==> config.mk <==
export PLATFORM = sky130hd
export DESIGN_NAME = can_rxq
export DESIGN_NICKNAME = d
export VERILOG_FILES = /design/src/rtl/can_rxq_pkg.sv /design/src/rtl/can_rxq_ctrl.sv /design/src/rtl/can_rxq_store.sv /design/src/rtl/can_rxq.sv
export SDC_FILE = /design/constraint.sdc
export NUM_CORES = 1
export LEC_CHECK = 0
export BUFFER_PORTS_ARGS = -buffer_cell sky130_fd_sc_hd__buf_2
export CORE_ASPECT_RATIO = 0.8
export CORE_MARGIN = 4
export CORE_UTILIZATION = 40
export CTS_CLUSTER_SIZE = 24
export DETAILED_ROUTE_END_ITERATION = 8
export HOLD_SLACK_MARGIN = 0.12
export PLACE_DENSITY = 0.65
export SLEW_MARGIN = 15
export SYNTH_ARGS = -nofsm -noshare
export SYNTH_HDL_FRONTEND = slang
export SYNTH_SLANG_ARGS = --single-unit
==> constraint.sdc <==
create_clock -name clk -period 3.9 [get_ports clk]
set_input_delay 0.585 -clock clk [delete_from_list [all_inputs] [get_ports clk]]
set_output_delay 0.585 -clock clk [all_outputs]
set_load 0.01 [all_outputs]
==> src/rtl/can_rxq_pkg.sv <==
// Package: shared frame layout for the CAN receive queue.
// Assumes standard or extended identifiers fit in ID_W bits.
package can_rxq_pkg;
    localparam int ID_W    = 29;
    localparam int DLC_W   = 4;
    localparam int NBYTES  = 8;
    localparam int DATA_W  = NBYTES * 8;

    typedef struct packed {
        logic [ID_W-1:0]   id;
        logic [DLC_W-1:0]  dlc;
        logic [DATA_W-1:0] data;
    } rx_frame_t;
endpackage

==> src/rtl/can_rxq_ctrl.sv <==
// Module: pointer and count control of the receive queue.
// Decides which slot a store writes and keeps the write pointer, the
// release pointer, the pending count and the overrun flag. Assumes
// DEPTH >= 2 and single-cycle strobes.
module can_rxq_ctrl #(
    parameter int DEPTH = 3,
    localparam int PTR_W = (DEPTH > 1) ? $clog2(DEPTH) : 1,
    localparam int CNT_W = $clog2(DEPTH + 1)
) (
    input  logic             clk,
    input  logic             rst_n,
    input  logic             push,
    input  logic             rel,
    input  logic             clr,
    output logic             wr_en,
    output logic [PTR_W-1:0] wr_idx,
    output logic [PTR_W-1:0] rd_idx,
    output logic [CNT_W-1:0] cnt,
    output logic             ovr
);
    localparam logic [CNT_W-1:0] CNT_FULL = CNT_W'(DEPTH);
    localparam logic [PTR_W-1:0] PTR_LAST = PTR_W'(DEPTH - 1);

    logic [PTR_W-1:0] wr_ptr, rd_ptr;
    logic             pop, is_full, ovw;
    logic [PTR_W-1:0] newest;

    function automatic logic [PTR_W-1:0] nxt(input logic [PTR_W-1:0] p);
        return (p == PTR_LAST) ? '0 : p + 1'b1;
    endfunction

    // Decode the effective operations for this cycle.
    always_comb begin
        is_full = (cnt == CNT_FULL);
        pop     = rel && (cnt != '0);
        ovw     = push && is_full && !pop;
        newest  = (wr_ptr == '0) ? PTR_LAST : wr_ptr - 1'b1;
        wr_en   = push;
        wr_idx  = ovw ? newest : wr_ptr;
        rd_idx  = rd_ptr;
    end

    // Advance the pointers and the count.
    always_ff @(posedge clk) begin
        if (!rst_n) begin
            wr_ptr <= '0;
            rd_ptr <= '0;
            cnt    <= '0;
        end else begin
            if (push && !ovw) wr_ptr <= nxt(wr_ptr);
            if (pop)          rd_ptr <= nxt(rd_ptr);
            if (push && !pop && !is_full) cnt <= cnt + 1'b1;
            else if (pop && !push)        cnt <= cnt - 1'b1;
        end
    end

    // Sticky overrun flag; a new overwrite wins over a clear.
    always_ff @(posedge clk) begin
        if (!rst_n)   ovr <= 1'b0;
        else if (ovw) ovr <= 1'b1;
        else if (clr) ovr <= 1'b0;
    end

    a_r4_cnt_bound: assert property (@(posedge clk) disable iff (!rst_n)
        cnt <= CNT_FULL);
    a_r9_empty_ptrs: assert property (@(posedge clk) disable iff (!rst_n)
        (cnt == '0) |-> (wr_ptr == rd_ptr));
    a_r5_full_hold: assert property (@(posedge clk) disable iff (!rst_n)
        (push && !rel && cnt == CNT_FULL) |=> (cnt == CNT_FULL) && $stable(wr_ptr) && $stable(rd_ptr));
    a_r6_ovr_set: assert property (@(posedge clk) disable iff (!rst_n)
        (push && !rel && cnt == CNT_FULL) |=> ovr);
    a_r7_coincide: assert property (@(posedge clk) disable iff (!rst_n)
        (push && rel && cnt != '0) |=> (cnt == $past(cnt)) && (rd_ptr == nxt($past(rd_ptr))) && (wr_ptr == nxt($past(wr_ptr))));
    a_r8_full_coincide_ovr: assert property (@(posedge clk) disable iff (!rst_n)
        (push && rel && cnt == CNT_FULL && !clr) |=> $stable(ovr));
    a_r9_idle_release: assert property (@(posedge clk) disable iff (!rst_n)
        (rel && !push && cnt == '0) |=> (cnt == '0) && $stable(rd_ptr));
endmodule

==> src/rtl/can_rxq_store.sv <==
// Module: frame storage of the receive queue.
// One register per slot, written when the control selects it; the read
// side is a plain mux on the release index. Assumes wr_idx < DEPTH.
module can_rxq_store
    import can_rxq_pkg::*;
#(
    parameter int DEPTH = 3,
    localparam int PTR_W = (DEPTH > 1) ? $clog2(DEPTH) : 1
) (
    input  logic             clk,
    input  logic             wr_en,
    input  logic [PTR_W-1:0] wr_idx,
    input  rx_frame_t        wr_frame,
    input  logic [PTR_W-1:0] rd_idx,
    output rx_frame_t        rd_frame
);
    rx_frame_t slot [DEPTH];

    for (genvar g = 0; g < DEPTH; g++) begin : g_slot
        // Capture the incoming frame into this slot when selected.
        always_ff @(posedge clk) begin
            if (wr_en && wr_idx == PTR_W'(g)) slot[g] <= wr_frame;
        end
    end

    // Present the slot at the release pointer.
    always_comb begin
        rd_frame = slot[0];
        for (int i = 1; i < DEPTH; i++)
            if (rd_idx == PTR_W'(i)) rd_frame = slot[i];
    end

    a_r5_idx_range: assert property (@(posedge clk)
        wr_en |-> (int'(wr_idx) < DEPTH));
endmodule

==> src/rtl/can_rxq.sv <==
// Module: three-slot CAN receive frame queue (top).
// Joins pointer control and frame storage and derives the status outputs.
// Assumes store and release strobes last one cycle each.
module can_rxq
    import can_rxq_pkg::*;
#(
    parameter int DEPTH = 3,
    localparam int PTR_W = (DEPTH > 1) ? $clog2(DEPTH) : 1,
    localparam int CNT_W = $clog2(DEPTH + 1)
) (
    input  logic              clk,
    input  logic              rst_n,
    input  logic              st_req,
    input  logic [ID_W-1:0]   st_id,
    input  logic [DLC_W-1:0]  st_dlc,
    input  logic [DATA_W-1:0] st_data,
    input  logic              rel_cmd,
    input  logic              ovr_clr,
    output logic              rd_valid,
    output logic [ID_W-1:0]   rd_id,
    output logic [DLC_W-1:0]  rd_dlc,
    output logic [DATA_W-1:0] rd_data,
    output logic [CNT_W-1:0]  pend_cnt,
    output logic              full,
    output logic              overrun
);
    logic             wr_en;
    logic [PTR_W-1:0] wr_idx, rd_idx;
    logic [CNT_W-1:0] cnt;
    logic             ovr;
    rx_frame_t        in_frame, out_frame;

    // Pack the incoming fields into one frame word.
    always_comb begin
        in_frame.id   = st_id;
        in_frame.dlc  = st_dlc;
        in_frame.data = st_data;
    end

    can_rxq_ctrl #(.DEPTH(DEPTH)) u_ctrl (
        .clk    (clk),
        .rst_n  (rst_n),
        .push   (st_req),
        .rel    (rel_cmd),
        .clr    (ovr_clr),
        .wr_en  (wr_en),
        .wr_idx (wr_idx),
        .rd_idx (rd_idx),
        .cnt    (cnt),
        .ovr    (ovr)
    );

    can_rxq_store #(.DEPTH(DEPTH)) u_store (
        .clk      (clk),
        .wr_en    (wr_en),
        .wr_idx   (wr_idx),
        .wr_frame (in_frame),
        .rd_idx   (rd_idx),
        .rd_frame (out_frame)
    );

    // Drive the host-facing status and frame outputs.
    always_comb begin
        rd_valid = (cnt != '0);
        full     = (cnt == CNT_W'(DEPTH));
        pend_cnt = cnt;
        overrun  = ovr;
        rd_id    = out_frame.id;
        rd_dlc   = out_frame.dlc;
        rd_data  = out_frame.data;
    end

    a_r4_full_valid: assert property (@(posedge clk) disable iff (!rst_n)
        full |-> rd_valid);
    a_r1_reset_empty: assert property (@(posedge clk)
        !rst_n |=> (pend_cnt == '0) && !overrun);
endmodule

==> summary.md <==
| Metric | Value |
|---|---|
| Status | complete, no violations |
| Die footprint | 33900 um^2 |
| EDFF count, synth | 291 |
| Flop pwr share | 52.3% |
| First-pass GRT wire length | 37300 um |
| Die W | 205 um |
| # DRC | 0 |
| Reg2reg start | u_ctrl.cnt[1]$_SDFFE_PN0P_ |
| Final WS setup | 0.843 ns |
| Post-synth top cells | 291 x edfxtp_1, 99 x mux2i_1, 98 x a21oi_1 |
| Total global routing track utilization | 13.9% |
| Final Non-Filler Cells | 1414 |
| Power per Cell Area | 492 nW/um^2 |
| CTS sink count | 298 |
| Core area | 30500 um^2 |
| Clk_lat worst skew | 0.54 ns |
| Number of buffers created by CTS | 29 |
| Post-DP Area | 13800 um^2 |
| Final #Nets | 1085 |
| Synth area leaders | edfxtp_1 70%, mux2i_1 8.0%, a211oi_1 5.9% |
| R2R Setup Slk | 1.44 ns |
| Finished Core Util | 48.2% |
| Synth warn | 0 |
| Post-synth top area share | 70.4% |
| Post-CTS Repair Setup Buffers | 0 |
| Register area share after synthesis | 71.6% |
| RSZ-0062 raised after global routing | no |
| DR vias | 7020 |
| Family with the most delay on the worst path | flip-flops |
| Crit path DAT | 2.47 ns |
| Pre-CTS setup slack | 1.11 ns |
| Final setup violating endpoints | 0 |
| Syn Std Cell Area | 12400 um^2 |
| Placed Instances | 1362 |
| # port buffers | 203 |
| Max incr delay on CP | 0.86 ns |
| Clk pin slew, worst setup/hold paths | 0.06 ns |
| Drt wl/cell | 17.3 um |
| CP startpoint kind | register |
| Most common cell in the synthesized netlist | edfxtp_1 |
| Reg2Reg Capture Point | u_store.slot[0][22]$_DFFE_PP_ |
| Hold buffers post-CTS | 0 |
| FILL cells | 2647 |
| Synth area leader | edfxtp_1 |
| Setup_tns | 0 ns |
| Worst Max-Slew Pin Slew | 0.774 ns |
| Initial Util | 40.7% |
| Clock network fraction of design power | 36.6% |
| Bufs and invs on worst path | 2 |
| P_int | 5.60 mW |
| Max-slew headroom | 48.4% |
| Core Rows | 57 |
| Number of top-level pins | 204 |
| Vias in the first global route | 6891 |
| CTS root buffer | clkbuf_16 |
| Maxcap violations | 0 |
| Mapped Cells | 786 |
| Die Y-Extent | 166 um |
| Logic gate share of total power | 11.1% |
| Crit Path Class | reg2out |
| Max VDD drop | 0.313 mV |
| Top_reg_cell synth | edfxtp_1 |
| Nature of the critical path endpoint | primary output |
| Clk buf depth | 3 |
| Final period util | 78.4% |
| Largest net degree at the start of global routing | 70 |
| Final min period | 3.06 ns |
| Required time worst endpoint | 3.31 ns |
| Switch Pwr | 1.61 mW |
| CTS tree | done |
| Hold Vio Cnt, Final | 0 |
| Fmax achieved | 327 MHz |
| Area Growth Syn to Fin | 18.3% |
| DRT Pass-1 Iters | 4 |
| Routed WL | 24400 um |
| Leakage | 5.01 nW |
| Average footprint of a synthesized cell | 15.8 um^2 |
| Final Skew | 0.00810 ns |
| Finished Cell Area | 14700 um^2 |
| CP endpoint | rd_data[57] |
| H-tree level count | 1 |
| Antenna violations before repair | 6 |
| Crit path cell chain | buf_12 -> nor2b_1 -> a211oi_1 -> a21oi_1 -> buf_2 |
| DRT iter0 DRCs | 324 |
| Post-Syn Nets | 891 |
| Post-DP HPWL | 15300 um |
| R2R depth | 4 |
| Slew Viols, Final | 0 |
| Critical path origin | u_ctrl.rd_idx[0]$_SDFFE_PN0P_ |
| Vias per cell | 4.96 |
| Share of post-route cells with drive strength above 1 | 26.0% |
| Async SR Flop Fraction | 0% |
| Flop and latch count out of synthesis | 298 |
| CP max-delay cell | dfxtp_4 |
| Antenna viol nets, final | 0 |
| Routability Congestion | 0.714 |
| GRT overflow | 0 |
| Min-delay worst type | in2reg |
| Sw Ratio | 22.3% |
| CTS-repair resized insts | 0 |
| Synth cell types | 32 |
| Worst-path fanout max | 69 |
| CP Depth | 5 |
[per-stage QoR]
stage / total power, mW / hold slack [ns]
after detailed placement: 4.66 / 0.482
after CTS: 7.31 / 0.210
after global routing: 7.54 / 0.214
after floorplan: 4.35 / 0.463
after global placement: 4.63 / 0.489
final: 7.22 / 0.244
[power groups by stage]
| stage | clock, mW | sequential, mW | combinational [mW] |
|---|---|---|---|
| global route | 2.86 | 3.79 | 0.890 |
| CTS | 2.72 | 3.77 | 0.821 |
| finish | 2.64 | 3.77 | 0.802 |
| global placement | 0 | 3.83 | 0.801 |
| detailed placement | 0 | 3.84 | 0.818 |
| floorplan | 0 | 3.82 | 0.524 |
[cells in the final DEF, fill, tap and decap left out, types with 4 or more instances in the layout]
| master | n |
|---|---|
| a21oi_1 | 98 |
| and3_1 | 4 |
| clkbuf_16 | 29 |
| clkbuf_1 | 13 |
| nor2b_1 | 73 |
| nand2_1 | 9 |
| a211oi_1 | 97 |
| mux2i_1 | 99 |
| buf_4 | 6 |
| and2b_1 | 25 |
| dfxtp_1 | 5 |
| buf_2 | 203 |
| buf_12 | 9 |
| edfxtp_1 | 291 |
[per-layer routing]
metal  share of wire, %  vias up  GRT usage [%]
li1                   -     3465              -
met5               0.21        -              0
met4                2.0       10           2.83
met3                6.4       41           3.98
met2                 46      152           22.6
met1                 45     3352           18.9
[cell families (layout without fill, tap and decap cells)]
family / count (synthesis) / after routing / share of synthesized area [%]
DFF: 298 / 298 / 71.6
AOI/OAI and AO/OA: 205 / 205 / 10.4
and+or+nand+nor: 124 / 124 / 6.35
muxes: 99 / 99 / 7.99
buffers and inverters: 57 / 271 / 3.41
adders and majority gates: 3 / 3 / 0.303
other: 0 / 1 / 0
[flip-flops by register name, indices dropped and copies added (netlist names)]
register,flops
u_ctrl.cnt,2
u_ctrl.ovr,1
u_ctrl.rd_idx,2
u_ctrl.wr_ptr,2
u_store.slot,291
[cell type report]
| type | count | area (um^2) | share of cell area, % |
|---|---|---|---|
| flip-flops and latches | 298 | 8890 | 60.6 |
| repair buffers | 218 | 1240 | 8.46 |
| diodes | 1 | 2.50 | 0.0171 |
| clock buffers | 42 | 774 | 5.28 |
| inverters | 2 | 7.51 | 0.0512 |
| multi-input cells | 431 | 3130 | 21.3 |
| clock inverters | 9 | 116 | 0.793 |
| well taps | 413 | 517 | 3.52 |
[worst reg2reg max path, delay by kind of cell (launching register included)]
kind            cells  cell delay (ns)
simple gates        2             0.63
compound gates      1             0.60
buf+inv             1             0.43
flops               1             0.46
[worst min-delay path by stage]
stage	depth (start not counted)	endpoint	from	slack (ns)
finish	1	u_store.slot[0][224]$_DFFE_PP_	st_data[30]	0.24
global route	1	u_store.slot[0][70]$_DFFE_PP_	st_id[2]	0.21
CTS	1	u_store.slot[0][127]$_DFFE_PP_	st_data[30]	0.21
detailed placement	2	u_ctrl.ovr$_SDFFE_PN0P_	u_ctrl.ovr$_SDFFE_PN0P_	0.48
global placement	2	u_ctrl.ovr$_SDFFE_PN0P_	u_ctrl.ovr$_SDFFE_PN0P_	0.49
floorplan	2	u_ctrl.wr_ptr[1]$_SDFFE_PN0P_	u_ctrl.wr_ptr[1]$_SDFFE_PN0P_	0.46
Note: power is estimated with default switching activity, not from simulation.
